[src/rtl/mem_map_decode.sv]
module mem_map_decode #(
  parameter int          ROM_AW     = 15,
  parameter int          SRAM_AW    = 16,
  parameter int          PERIPH_AW  = 16,
  parameter logic [31:0] ROM_ALIAS  = 32'h0040_0000,
  parameter logic [31:0] SRAM_ALIAS = 32'h0080_0000,
  parameter logic [31:0] PERIPH_BASE = 32'hFFFF_0000,
  localparam int OFS_W = (ROM_AW > SRAM_AW) ?
                         ((ROM_AW > PERIPH_AW) ? ROM_AW : PERIPH_AW) :
                         ((SRAM_AW > PERIPH_AW) ? SRAM_AW : PERIPH_AW)
) (
  input  logic [31:0]      addr,
  input  logic             valid,
  input  logic             remap,
  output logic [2:0]       sel,
  output logic [OFS_W-1:0] offset,
  output logic             bus_err,
  output logic             nop
);

  logic low_rom_win, low_sram_win;
  logic rom_alias_hit, sram_alias_hit, periph_hit;
  logic rom_hit, sram_hit, restricted_hit;

  assign low_rom_win    = (addr >> ROM_AW)  == 32'd0;
  assign low_sram_win   = (addr >> SRAM_AW) == 32'd0;
  assign rom_alias_hit  = (addr >> ROM_AW)    == (ROM_ALIAS  >> ROM_AW);
  assign sram_alias_hit = (addr >> SRAM_AW)   == (SRAM_ALIAS >> SRAM_AW);
  assign periph_hit     = (addr >> PERIPH_AW) == (PERIPH_BASE >> PERIPH_AW);

  assign rom_hit        = (!remap && low_rom_win) || rom_alias_hit;
  assign sram_hit       = (remap && low_sram_win) || sram_alias_hit;
  assign restricted_hit = !remap && low_sram_win && !low_rom_win;

  always_comb begin
    sel     = 3'b000;
    offset  = '0;
    bus_err = 1'b0;
    nop     = 1'b0;
    if (valid) begin
      if (rom_hit) begin
        sel    = 3'b001;
        offset = OFS_W'(addr[ROM_AW-1:0]);
      end else if (sram_hit) begin
        sel    = 3'b010;
        offset = OFS_W'(addr[SRAM_AW-1:0]);
      end else if (periph_hit) begin
        sel    = 3'b100;
        offset = OFS_W'(addr[PERIPH_AW-1:0]);
      end else if (restricted_hit) begin
        bus_err = 1'b1;
      end else begin
        nop = 1'b1;
      end
    end
  end

endmodule


[config.mk]
export PLATFORM = sky130hd
export DESIGN_NAME = mem_map_decode
export DESIGN_NICKNAME = d
export VERILOG_FILES = /design/src/rtl/mem_map_decode.sv
export SDC_FILE = /design/constraint.sdc
export NUM_CORES = 1
export LEC_CHECK = 0
export ABC_CLOCK_PERIOD_IN_PS = 2500
export BUFFER_PORTS_ARGS = -buffer_cell sky130_fd_sc_hd__buf_2
export CAP_MARGIN = 25
export CORE_AREA = 4 4 41 43
export DETAILED_ROUTE_END_ITERATION = 16
export DIE_AREA = 0 0 45 47
export PLACE_DENSITY = 0.75
export SKIP_LAST_GASP = 1
export SLEW_MARGIN = 10
export SYNTH_ARGS = -nofsm -noshare
export SYNTH_HDL_FRONTEND = slang
export SYNTH_SLANG_ARGS = --single-unit
[constraint.sdc]
create_clock -name vclk -period 2.5
set_clock_uncertainty 0.05 [all_clocks]
set_input_delay 0.25 -clock vclk [all_inputs]
set_output_delay 0.25 -clock vclk [all_outputs]
set_load 0.01 [all_outputs]
## After elaboration in Yosys (flattened, before gate mapping)

Index checks and enable logic that the tools add are counted.

- Output and inout bits: 21
- Memories kept: 0
- Register bits after elaboration: 0
- Latch bits: 0
- Bits in writable memories: 0
- Word-level logic and storage cells: 31
- Memory bits (read-only): 0
- Input port bits: 34

- Muxes and demuxes: 18
- $lt $le $gt $ge: 0
- Divide/modulo/power cells: 0
- Reductions and logical operators: 10
- Bitwise gates (word level): 0
- Add/subtract/negate cells: 0
- Eq/ne operators: 3
- Shifts and indexed selects: 0
- $mul: 0

Operator list:

| operator | number |
|---|---|
| zero test 32 bit | 2 |
| 2-to-1 mux 16 bit | 4 |
| equality test 17 x 8 -> 1 bit, second input constant | 1 |
| equality test 16 bit, second input constant | 1 |
| equality test 16 x 8 -> 1 bit, second input constant | 1 |
| 2-to-1 mux 3 bit | 4 |
| 2-to-1 mux 1 bit | 10 |
| logical AND 1 bit | 4 |
| zero test 1 bit | 2 |
| logical OR 1 bit | 2 |

## Longest topological paths before layout

- Depth after elaboration: 8
- Mapped depth: 5
- Gate-level depth less buffers: 4

## Least setup slack after synthesis

No wires, ideal clock.

- Path kind: input to output
- Start: input addr[25]
- End: output bus_err
- Path buffers: 0
- Path slack: 0.891 ns
- Arrival time: 1.309 ns
- Stages: 4
- Cells stage by stage: nor4_2 and4_1 nand2_2 nor4_1

- Cells in the longest elaborated chain, start to end: 8
- Elaborated cells on any way between the ends: 17
- Those cells by class: eq/ne (3); mux (5); reduce/logical (9)

RTL lines:

| what | line | text |
|---|---|---|
| start, declared | 12 | `input logic [31:0] addr,` |
| zero test 32 bit, on equally long branches | 26, 25 |  |
| logical AND 1 bit or zero test 1 bit (tied branches) | 33 | `assign restricted_hit = !remap && low_sram_win && !low_rom_win;` |
| logical AND 1 bit | 33 |  |
| 2-to-1 mux 1 bit | 50 | `end else if (restricted_hit) begin` |
| 2-to-1 mux 1 bit | 47 | `end else if (periph_hit) begin` |
| 2-to-1 mux 1 bit | 44 | `end else if (sram_hit) begin` |
| 2-to-1 mux 1 bit * | 41 | `if (rom_hit) begin` |
| 2-to-1 mux 1 bit * | 40 | `if (valid) begin` |
| end, declared | 17 | `output logic bus_err,` |

Every way passes the cells marked *; elsewhere a longest branch is shown, timed or not.

## Final worst setup path

- Start: input addr[23]
- End: output offset[4]

- Cells in the longest elaborated chain, start to end: 6
- Elaborated cells on any way between the ends: 13
- Those cells by class: eq/ne (3); mux (4); reduce/logical (6)

RTL lines:

| what | line | text |
|---|---|---|
| zero test 32 bit | 26 | `assign low_sram_win = (addr >> SRAM_AW) == 32'd0;` |
| logical AND 1 bit | 32 | `assign sram_hit = (remap && low_sram_win) \|\| sram_alias_hit;` |
| logical OR 1 bit | 32 |  |
| 2-to-1 mux 16 bit | 44 |  |
| 2-to-1 mux 16 bit * | 41 |  |
| 2-to-1 mux 16 bit * | 40 |  |
| end, declared | 16 | `output logic [OFS_W-1:0] offset,` |

Marked as above.

==> flow_summary.ini <==
[worst_setup_path]
crit_top_cell = buf_2
crit_family = compound AO/OA/AOI/OAI gates
cpPeakStageDelay_ns = 0.65
worstSetupEndpointType = output port
critPathSlowestCell = a21oi_2
worst-path-buf-inv = 2
start_kind = primary input
worst-path-stages = 6
startpoint = addr[23]
path_max_fanout = 15
crit_arrival_ns = 1.66
required_ns = 2.20
endpoint = offset[4]
criticalPathCategory = primary input to output port
path_cells = buf_2 -> o21bai_1 -> o21ai_0 -> a21oi_2 -> nor2_1 -> buf_2

[cts]
ctsResizeCount = 0
post_cts_buffers = 0
holdBufCountCts = 0

[die]
ios = 55
core_area_mm2 = 0.001301
die-area_mm2 = 0.002115
dieHeight_um = 47
initial_utilization_pct = 27.40
rows = 13
die_w_um = 45

[layout]
clkbuf_count = 0
finish.instance_area_um2 = 630.6
area_delta_synth_final_pct = 76.84
mostFrequentLayoutCells = buf_2, nand2_1, nor2_2, nor2_1, nand4_1
regArea_um2 = 0
fin_nets = 148
layout-drive-gt1-share_pct = 63.39
final_common_cell = buf_2
n_antenna_cell = 0
seq_cell_count = 0

[sta]
layout_worst_path_cycle_share_pct = 78.48
grt_setup_unrepaired = no
whs_ns = 0.7516
drv_slew = 0
hold_viol_final = 0
tightest_slew_ns = 0.8098
fin_ws_ns = 0.5380
post-route-min-period_ns = 1.962
fmax_mhz = 509.7
setup_viol = 0
relSlewSlack_pct = 46.02
fin_tns_setup_ns = 0

[routing]
vias_per_cell = 4.646
routed_wirelength_um = 1226
drtIter0Drc = 2
drcViolationCount = 0
firstDrtPassIters = 3
post_drt_wl_per_cell_um = 9.654
ant_nets = 0
dr_total_vias = 590

[global_route]
track_usage_pct = 10.31
grt_pass1_wl_um = 1752
use_met3_pct = 1.916
antenna_found_initial = 0
busiest_layer = met2
grt_pass1_vias = 468
met1_usage_pct = 10.34
use_met2_pct = 22.60
grt_max_degree = 20
gr-total-overflow = 0

[synthesis]
synth.avg_cell_area_um2 = 5.943
synth_area_leader_cell = nand2_1
synthTopCellsByArea = nand2_1, nor2_2, nor4_2
synth_nets = 94
synth_top_area_share_pct = 17.89
syn_inst = 60
syn-cell-area_um2 = 356.6
seq_area_frac_synth_pct = 0
synth_warnings = 0
synth_cell_types = 20

[status]
status = complete, no violations

[place]
hpwl_um = 1112
placed_cell_area_um2 = 630.6
io_buffers = 55
place.gp.congestion = 0.7333
dp_slack_ns = 0.5128

[worst_hold_path]
hold_class = primary input to output port
worstHoldStart = remap

[pwr]
peakVddDrop_uv = 34.47
powerDensity_mw_per_mm2 = 86.40
power_leakage_nw = 0.3389
power_uw = 54.48

[job]
maxCapViolCount = 0
[report_power, final]
part	switching, mW	internal [mW]	total, mW
Sequential	0	0	0
Combinational	0.0285	0.0260	0.0545
Clock	0	0	0
[through the flow]
step,std cells,util [%]
after CTS,127,48.46
after global placement,127,48.46
after detailed placement,127,48.46
after global routing,127,48.46
final,127,48.46
after floorplan,60,-
[metal layers]
layer / vias up / routed length (um)
li1: 315 / -
met4: 0 / 0
met1: 232 / 409
met3: 0 / 263
met2: 43 / 554
met5: - / 0
[worst min-delay path by stage]
stage	end	slack (ns)	depth (start not counted)
6_report	bus_err	0.75	3
5_1_grt	offset[4]	0.77	4
3_5_place_dp	offset[2]	0.75	4
2_1_floorplan	sel[0]	0.47	1
4_1_cts	offset[2]	0.75	4
3_3_place_gp	offset[4]	0.75	4
[logic make-up after synthesis]
logic type             synth area share, %
AND/OR/NAND/NOR                      75.44
AO/OA/AOI/OAI                        17.89
buffers and inverters                6.663
[Yosys cell counts (all sizes together)]
| cell type | instances |
|---|---|
| nand2 | 18 |
| and3 | 1 |
| or4 | 1 |
| nor2 | 17 |
| clkbuf | 1 |
| nand4 | 5 |
| o21ai | 3 |
| and4 | 1 |
| and2 | 1 |
| buf | 2 |
| a2111oi | 1 |
| a21oi | 2 |
| o21bai | 1 |
| nor4 | 5 |
| inv | 1 |
[layout make-up]
| cell class | count | area, um2 |
|---|---|---|
| fill | 135 | 670.6 |
| inverter | 1 | 3.754 |
| multi-input combinational | 56 | 332.8 |
| tap | 15 | 18.77 |
| timing repair buffer | 55 | 275.3 |
[worst min-delay path, cell delays in order]
cell	delay, ns
buf_2	0.12
nor4_1	0.06
buf_2	0.13
Note: power is estimated with default switching activity, not from simulation.
